--- config.mk ---
export PLATFORM = sky130hd
export DESIGN_NAME = dma_cycle_seq
export DESIGN_NICKNAME = d
export VERILOG_FILES = /design/src/rtl/dcs_pkg.sv /design/src/rtl/dcs_sync.sv /design/src/rtl/dcs_term_latch.sv /design/src/rtl/dcs_word_counter.sv /design/src/rtl/dma_cycle_seq.sv
export SDC_FILE = /design/constraint.sdc
export NUM_CORES = 1
export LEC_CHECK = 0
export BUFFER_PORTS_ARGS = -buffer_cell sky130_fd_sc_hd__buf_4
export CAP_MARGIN = 10
export CORE_MARGIN = 3
export CORE_UTILIZATION = 50
export DETAILED_ROUTE_END_ITERATION = 10
export GPL_TIMING_DRIVEN = 0
export PLACE_DENSITY_LB_ADDON = 0.25
export SETUP_SLACK_MARGIN = 0.02
export SLEW_MARGIN = 20
export SYNTH_ARGS = -nofsm -noshare
export SYNTH_HDL_FRONTEND = slang
export SYNTH_SLANG_ARGS = --single-unit
--- constraint.sdc ---
create_clock -name clk -period 1.8 [get_ports clk]
set_input_delay 0.36 -clock clk [delete_from_list [all_inputs] [get_ports clk]]
set_output_delay 0.36 -clock clk [all_outputs]
set_load 0.05 [all_outputs]
--- src/rtl/dcs_pkg.sv ---
package dcs_pkg;
  typedef enum logic [2:0] {
    PH_IDLE = 3'd0,
    PH_S0   = 3'd1,
    PH_S1   = 3'd2,
    PH_S2   = 3'd3,
    PH_S3   = 3'd4,
    PH_S4   = 3'd5
  } phase_e;
endpackage

--- src/rtl/dcs_sync.sv ---
module dcs_sync #(
  parameter int   STAGES  = 2,
  parameter logic RST_VAL = 1'b1
) (
  input  logic clk,
  input  logic rst_n,
  input  logic d,
  output logic q
);
  logic [STAGES-1:0] chain_q;

  generate
    genvar g;
    for (g = 0; g < STAGES; g++) begin : g_stage
      if (g == 0) begin : g_first
        always_ff @(posedge clk or negedge rst_n)
          if (!rst_n) chain_q[0] <= RST_VAL;
          else        chain_q[0] <= d;
      end else begin : g_rest
        always_ff @(posedge clk or negedge rst_n)
          if (!rst_n) chain_q[g] <= RST_VAL;
          else        chain_q[g] <= chain_q[g-1];
      end
    end
  endgenerate

  assign q = chain_q[STAGES-1];
endmodule

--- src/rtl/dcs_term_latch.sv ---
module dcs_term_latch (
  input  logic clk,
  input  logic rst_n,
  input  logic in_idle,
  input  logic term_req,
  input  logic consume,
  output logic pend_o
);
  logic pend_q;

  always_ff @(posedge clk or negedge rst_n) begin
    if (!rst_n)                pend_q <= 1'b0;
    else if (in_idle || consume) pend_q <= 1'b0;
    else if (term_req)         pend_q <= 1'b1;
  end

  assign pend_o = pend_q;

  // an idle cycle leaves nothing pending
  a_r10_idle_clears: assert property (@(posedge clk) disable iff (!rst_n)
    in_idle |=> !pend_o);
  // an active request is caught
  a_r9_capture: assert property (@(posedge clk) disable iff (!rst_n)
    (!in_idle && !consume && term_req) |=> pend_o);
endmodule

--- src/rtl/dcs_word_counter.sv ---
module dcs_word_counter #(
  parameter int CNT_W = 16
) (
  input  logic             clk,
  input  logic             rst_n,
  input  logic             load,
  input  logic [CNT_W-1:0] load_val,
  input  logic             dec,
  output logic [CNT_W-1:0] cnt_o,
  output logic             wrap_o
);
  localparam logic [CNT_W-1:0] ONE = CNT_W'(1);

  logic [CNT_W-1:0] cnt_q;
  logic             wrap_q;

  always_ff @(posedge clk or negedge rst_n) begin
    if (!rst_n) begin
      cnt_q  <= '0;
      wrap_q <= 1'b0;
    end else if (load) begin
      cnt_q  <= load_val;
      wrap_q <= 1'b0;
    end else if (dec) begin
      cnt_q  <= cnt_q - ONE;
      wrap_q <= (cnt_q == '0);
    end
  end

  assign cnt_o  = cnt_q;
  assign wrap_o = wrap_q;

  // one step down per decrement
  a_r4_step: assert property (@(posedge clk) disable iff (!rst_n)
    (dec && !load) |=> (cnt_o == $past(cnt_o) - ONE));
  // rollover from zero is flagged
  a_r5_wrap: assert property (@(posedge clk) disable iff (!rst_n)
    (dec && !load && cnt_o == '0) |=> (wrap_o && cnt_o == '1));
endmodule

--- src/rtl/dma_cycle_seq.sv ---
module dma_cycle_seq #(
  parameter int CNT_W       = 16,
  parameter int SYNC_STAGES = 2
) (
  input  logic             clk,
  input  logic             rst_n,
  input  logic             load_i,
  input  logic [CNT_W-1:0] count_i,
  input  logic             demand_i,
  input  logic             dreq_i,
  input  logic             ext_term_n_i,
  output logic [2:0]       phase_o,
  output logic             busy_o,
  output logic [CNT_W-1:0] cnt_o,
  output logic             eop_o,
  output logic             tc_o
);
  import dcs_pkg::*;

  phase_e phase_q, phase_d;
  logic   armed_q, eop_q, tc_q;
  logic   term_n_s, term_pend, wrap;
  logic   load_ok, end_term, end_tc, in_idle;

  assign in_idle = (phase_q == PH_IDLE);
  assign load_ok = load_i && in_idle;

  dcs_sync #(.STAGES(SYNC_STAGES), .RST_VAL(1'b1)) u_sync (
    .clk (clk), .rst_n (rst_n), .d (ext_term_n_i), .q (term_n_s)
  );

  dcs_term_latch u_latch (
    .clk (clk), .rst_n (rst_n), .in_idle (in_idle),
    .term_req (!term_n_s), .consume (end_term), .pend_o (term_pend)
  );

  dcs_word_counter #(.CNT_W(CNT_W)) u_cnt (
    .clk (clk), .rst_n (rst_n), .load (load_ok), .load_val (count_i),
    .dec (phase_q == PH_S3), .cnt_o (cnt_o), .wrap_o (wrap)
  );

  always_comb begin
    phase_d  = phase_q;
    end_term = 1'b0;
    end_tc   = 1'b0;
    unique case (phase_q)
      PH_IDLE: if (!load_ok && armed_q && dreq_i) phase_d = PH_S0;
      PH_S0:   phase_d = PH_S1;
      PH_S1:   phase_d = PH_S2;
      PH_S2:   if (term_pend) begin
                 phase_d  = PH_IDLE;
                 end_term = 1'b1;
               end else begin
                 phase_d  = PH_S3;
               end
      PH_S3:   phase_d = PH_S4;
      PH_S4:   if (wrap) begin
                 phase_d = PH_IDLE;
                 end_tc  = 1'b1;
               end else if (demand_i && dreq_i) begin
                 phase_d = PH_S1;
               end else begin
                 phase_d = PH_IDLE;
               end
      default: phase_d = PH_IDLE;
    endcase
  end

  always_ff @(posedge clk or negedge rst_n) begin
    if (!rst_n) begin
      phase_q <= PH_IDLE;
      armed_q <= 1'b0;
      eop_q   <= 1'b0;
      tc_q    <= 1'b0;
    end else begin
      phase_q <= phase_d;
      eop_q   <= end_term || end_tc;
      tc_q    <= end_tc;
      if (load_ok)                 armed_q <= 1'b1;
      else if (end_term || end_tc) armed_q <= 1'b0;
    end
  end

  assign phase_o = phase_q;
  assign busy_o  = !in_idle;
  assign eop_o   = eop_q;
  assign tc_o    = tc_q;

  // fixed active order
  a_r3_s0_s1: assert property (@(posedge clk) disable iff (!rst_n)
    (phase_o == 3'd1) |=> (phase_o == 3'd2));
  a_r3_s1_s2: assert property (@(posedge clk) disable iff (!rst_n)
    (phase_o == 3'd2) |=> (phase_o == 3'd3));
  a_r3_s3_s4: assert property (@(posedge clk) disable iff (!rst_n)
    (phase_o == 3'd4) |=> (phase_o == 3'd5));
  // pending terminate acted on in S2
  a_r9_apply: assert property (@(posedge clk) disable iff (!rst_n)
    (phase_o == 3'd3 && term_pend) |=> (phase_o == 3'd0 && eop_o && !tc_o));
  // terminal count implies end of process, one cycle only
  a_r5_tc_eop: assert property (@(posedge clk) disable iff (!rst_n)
    tc_o |-> eop_o);
  a_r5_eop_pulse: assert property (@(posedge clk) disable iff (!rst_n)
    eop_o |=> !eop_o);
  // a load while active leaves the count alone
  a_r2_busy_load: assert property (@(posedge clk) disable iff (!rst_n)
    (load_i && phase_o == 3'd1) |=> (cnt_o == $past(cnt_o)));
endmodule

# == Yosys cells after proc, flatten, opt, wreduce, memory -nomap -nowiden ==
# Cells that the tools add are included.
# Widths: inputs -> output; s select.
# totals
reg_bits,26
latch_bits,0
mem_bits_rw,0
romBits,0
in_bits,22
out_inout_bits,22
n_memories,0
# classes
n_addsub,1
mul,0
div,0
magnitude_cmp,0
n_eq_ne,7
shift,0
mux,17
bitwise_logic,0
n_reduce_logical,12
# ops
op,count
$mux 16,2
$pmux 3 s6,1
$logic_not 16->1,1
$sub 16x1->16 const B,1
$mux 1,10
$eq 3x2->1 const B,2
$eq 3x3->1 const B,2
$mux 3,2
$logic_and 1x1->1,4
$mux 2,2
$ne 2x1->1 const B,2
$reduce_bool 2->1,2
$eq 3x1->1 const B,1
$logic_not 3->1,1
$logic_not 1->1,2
$logic_or 1x1->1,2

# == Logic depth before layout (Yosys ltp) ==
# depth
word_depth,7
mapped_depth,6
depth_no_buf,6

# == Cells and area by module ==
# From an unflattened synthesis, not the netlist that was laid out.
# hier_totals
hier_cells,133
hier_area_um2,1337.5
# by_module_without_submodules
module,instances,cells_per_inst,area_each_um2,seq_area_each_um2
dcs_word_counter,1,99,947.2,425.4
dma_cycle_seq,1,29,299.0,150.1
dcs_sync,1,2,52.6,52.6
dcs_term_latch,1,3,38.8,25.0

# == Worst setup path after synthesis ==
# Ideal clock, no wire load.
# synth_path
path_kind,register to register
start,register phase_q[0] (netlist: phase_o[0])
end,register u_cnt.cnt_q[15] (netlist: u_cnt.cnt_o[15])
setup_ns,0.082
t_arrival_ns,1.783
setup_slack_ns,-0.065
stages_incl_launch_ff,6
path_buffers,1
path_cell_list,dfrtp_1 > buf_6 > nor3b_4 > nand4_2 > or3_1 > a31oi_1
# synth_between
elab_chain_len,3
# synth_rtl
item,line_no,rtl
from (decl),dma_cycle_seq.sv:20,"phase_e phase_q, phase_d;"
from (signal assigned),dma_cycle_seq.sv:76,phase_q <= phase_d;
$logic_not 3->1,dma_cycle_seq.sv:25,assign in_idle = (phase_q == PH_IDLE);
$logic_and 1x1->1,dma_cycle_seq.sv:26,assign load_ok = load_i && in_idle;
$mux 16 or $reduce_bool 2->1 (tied branches),n/a,
to (signal assigned),dcs_word_counter.sv:22,cnt_q <= load_val;
to (signal assigned),dcs_word_counter.sv:25,cnt_q <= cnt_q - ONE;
to (decl),dcs_word_counter.sv:14,logic [CNT_W-1:0] cnt_q;
# Parallel ways exist; a longest one is shown, timed or not.
# A chain may end at the register's enable or synchronous reset.

# == Final worst setup path ==
# layout_path
start,register phase_q[0] (netlist: phase_o[0])
end,output port busy_o
# layout_between
elab_chain_len,2
# layout_rtl
item,line_no,rtl
$logic_not 3->1,dma_cycle_seq.sv:25,
$logic_not 1->1,dma_cycle_seq.sv:85,assign busy_o = !in_idle;
to (decl),dma_cycle_seq.sv:13,"output logic busy_o,"
# Every way passes these cells.

==> results.ini <==
[cells_and_area]
stdcell_count=231
fillers=188
seqCellArea_um2=659
drive_gt1_share_pct=42.3
multi_input_area_um2=707
area_delta_synth_final_pct=42.2
diodes=0
layout.nets=225

[power]
power.clock.fraction_pct=7.7
p_comb_share_pct=63.3
swShare_pct=51.4
pwr-share-seq_pct=29.0
p_switching_mw=2.02
power.density_nw_per_um2=2020
peakVddDrop_mv=1.99
power_mw=3.93
leakage_nw=0.902
intPower_mw=1.91

[setup_path]
crit_cells=3
crit_fanout=5
required_ns=1.44
slowest_delay_ns=0.46
crit_family=flip-flops
crit_arrival_ns=1.45
critPathLaunchType=flop
r2r_cells=5
critPathKind=reg2out
path_cells=buf_6 > or3_4 > buf_8
cp-end-kind=output pin
critPathSlowestCell=dfrtp_2
cp_num_buf_inv=2

[clocking]
clk_path_buf_depth=2
cts.sinks=26
root_buffer=clkbuf_4
cts_buffers=3
clkTransAtPathRegs_ns=0.13
clock_latency_ns=0.34
ctsHtreeMaxLevel=1
cts_tree=yes

[floorplanning]
rows=18
ios=44
die_h_um=58.3
core-area_um2=2540
start_util_pct=53.8
die-area_um2=3400
die_w_um=58.3

[logic_synthesis]
synth_edf_count=0
synth_area_um2=1370
yosys_warnings=0
ys_seq_area_share_pct=47.7
yosysUniqueCellTypes=43
synth_fa_ha_area_share_pct=0.914
synthMuxAreaShare_pct=2.19
avgSynthCellArea_um2=9.64
synth_top_family_by_area=simple AND/OR/NAND/NOR gates
synth_nets=165
synthXorXnorAreaFrac_pct=4.48
synth_cells=142
synth_compound_area_share_pct=14.4
yosys_most_used_dff=dfrtp_1
synth-seq-cells=26
synth-simple-area-share_pct=26.2
async_flop_share_pct=100

[place]
io_buffers=43
dp.cells=215
place_hpwl_um=2450
gp_congestion=0.790

[status]
violations=negative setup slack
status=complete, but fails checks

[timing]
rsz0062_at_grt=true
tightest_slew_ns=0.479
hold_viol=0
relSlewSlack_pct=67.8
setup_ws_ns=-0.00718
setup_tns_ns=-0.00718
fin_skew_ns=0.00656
slew_viol_final=0
min_period_ns=1.81
max_freq_ghz=0.553
timing.final.crit_share_pct=100
setup_viol=1

[grt]
grtUsageMet2_pct=36.2
gr-usage-met3_pct=2.85
grt_pass1_vias=1283
grt_max_degree=27
grt_use_met1_pct=28.6
antenna_found_initial=0
grt_usage_pct=21.6
grt_pass1_wl_um=5720
grt_busiest_layer=met2
grt_overflow=0

[hold_path]
worstHoldPathCells=1
hold_class=in2reg

[drt]
ant_nets=0
wl_per_cell_um=14.9
post_drt_via_cell_ratio=5.68
first_iter_violations=50
wirelength_um=3440
drcViolationCount=0
via_count=1311
first_pass_iters=4

[job]
maxCapViolations=0

==> path summary, 6_finish.rpt <==
| kind | from | to | slack (ns) |
|---|---|---|---|
| worst max-delay path | phase_o[0] | busy_o | -0.007 |
| worst min-delay path | ext_term_n_i | u_sync.chain_q[0] | 0.12 |
| worst max register to register | phase_o[1] | u_cnt.cnt_o[10] | 0.05 |
| worst min register to register | u_sync.chain_q[0] | u_sync.q | 0.37 |
| max in group asynchronous | rst_n | u_sync.chain_q[0] | 1.05 |
| min in group asynchronous | rst_n | u_cnt.cnt_o[4] | 0.44 |
==> synthesized netlist by cell type (all sizes together) (3+ instances only) <==
| cell | instances | share of area [%] |
|---|---|---|
| clkbuf | 6 | 1.6 |
| dfrtp | 24 | 44 |
| inv | 6 | 1.6 |
| mux2i | 3 | 2.2 |
| nand2 | 21 | 5.8 |
| nand4 | 5 | 2.7 |
| nor2 | 10 | 2.7 |
| nor3 | 4 | 1.5 |
| nor4 | 3 | 2.3 |
| o21ai | 12 | 4.4 |
| xnor2 | 3 | 1.9 |
| xor2 | 4 | 2.6 |
==> cells in the final DEF (no fill, tap or decap), types with 3 or more instances in the layout <==
cell | synthesis | final
buf_4 | 0 | 55
nand2_1 | 21 | 21
dfrtp_1 | 24 | 19
o21ai_0 | 11 | 11
nor2_1 | 10 | 10
inv_1 | 6 | 6
dfrtp_2 | 0 | 5
xor2_1 | 4 | 4
clkbuf_4 | 0 | 4
nand4_1 | 4 | 4
buf_6 | 1 | 3
mux2i_1 | 3 | 3
xnor2_1 | 3 | 3
==> flip-flops by register name, indices dropped and copies added (netlist names) <==
signal / count
u_sync.q: 1
armed_q: 1
phase_o: 3
eop_o: 1
tc_o: 1
u_cnt.cnt_o: 16
u_latch.pend_o: 1
u_sync.chain_q: 1
u_cnt.wrap_o: 1
==> power groups by stage <==
stage,logic (mW),registers [mW],clock network [mW]
global placement,2.12,1.14,0
detailed placement,2.17,1.16,0
global route,2.65,1.18,0.342
CTS,2.34,1.13,0.303
finish,2.49,1.14,0.303
floorplan,0.861,1.81,0
==> kinds of logic (layout without fill, tap and decap cells) <==
group | count (synthesis) | after routing
AO/OA/AOI/OAI | 30 | 30
XOR/XNOR | 7 | 7
adder cells (fa/ha/maj) | 1 | 1
buffers and inverters | 13 | 72
flip-flops | 26 | 26
multiplexers | 3 | 3
AND/OR/NAND/NOR | 62 | 62
==> metrics by stage <==
| step | util, % | hold WS (ns) | setup WS (ns) | cell area [µm²] |
|---|---|---|---|---|
| finish | 76.5 | 0.119 | -0.00718 | 1950 |
| global route | 76.5 | 0.0876 | -0.0587 | 1950 |
| CTS | 73.1 | 0.122 | -0.0299 | 1860 |
| detailed placement | 68.6 | 0.287 | -0.0613 | 1750 |
| global placement | 68.6 | 0.284 | 0.00916 | 1750 |
| floorplan | - | 0.0644 | -0.00980 | 1390 |
==> repair_timing <==
action | 4_1_cts | 5_1_grt
buffers inserted | 6 | 6
endpoints found under the hold margin | 24 | 0
pin swaps | 1 | 2
hold buffers | 1 | 0
setup endpoints to repair | 7 | 13
resized for setup | 8 | 20
==> layer usage <==
layer  vias up  routed length, µm
li1        630                  -
met1       632               1530
met2        42               1670
met4         0                 52
met5         -                  0
met3         7                184
==> layout make-up <==
class	count	share of cell area [%]
timing repair buffer	56	22.1
sequential	26	33.9
buffer	6	2.76
inverter	6	1.16
multi-input combinational	103	36.3
clock buffer	4	1.86
tap	30	1.93
==> worst register-to-register path, stage by stage (launching register included) <==
cell and delay (ns):
dfrtp_2 0.44, buf_4 0.17, or3b_1 0.50, nor4_2 0.32, xnor2_1 0.16, o21ai_1 0.07
Note: power is estimated with default switching activity, not from simulation.
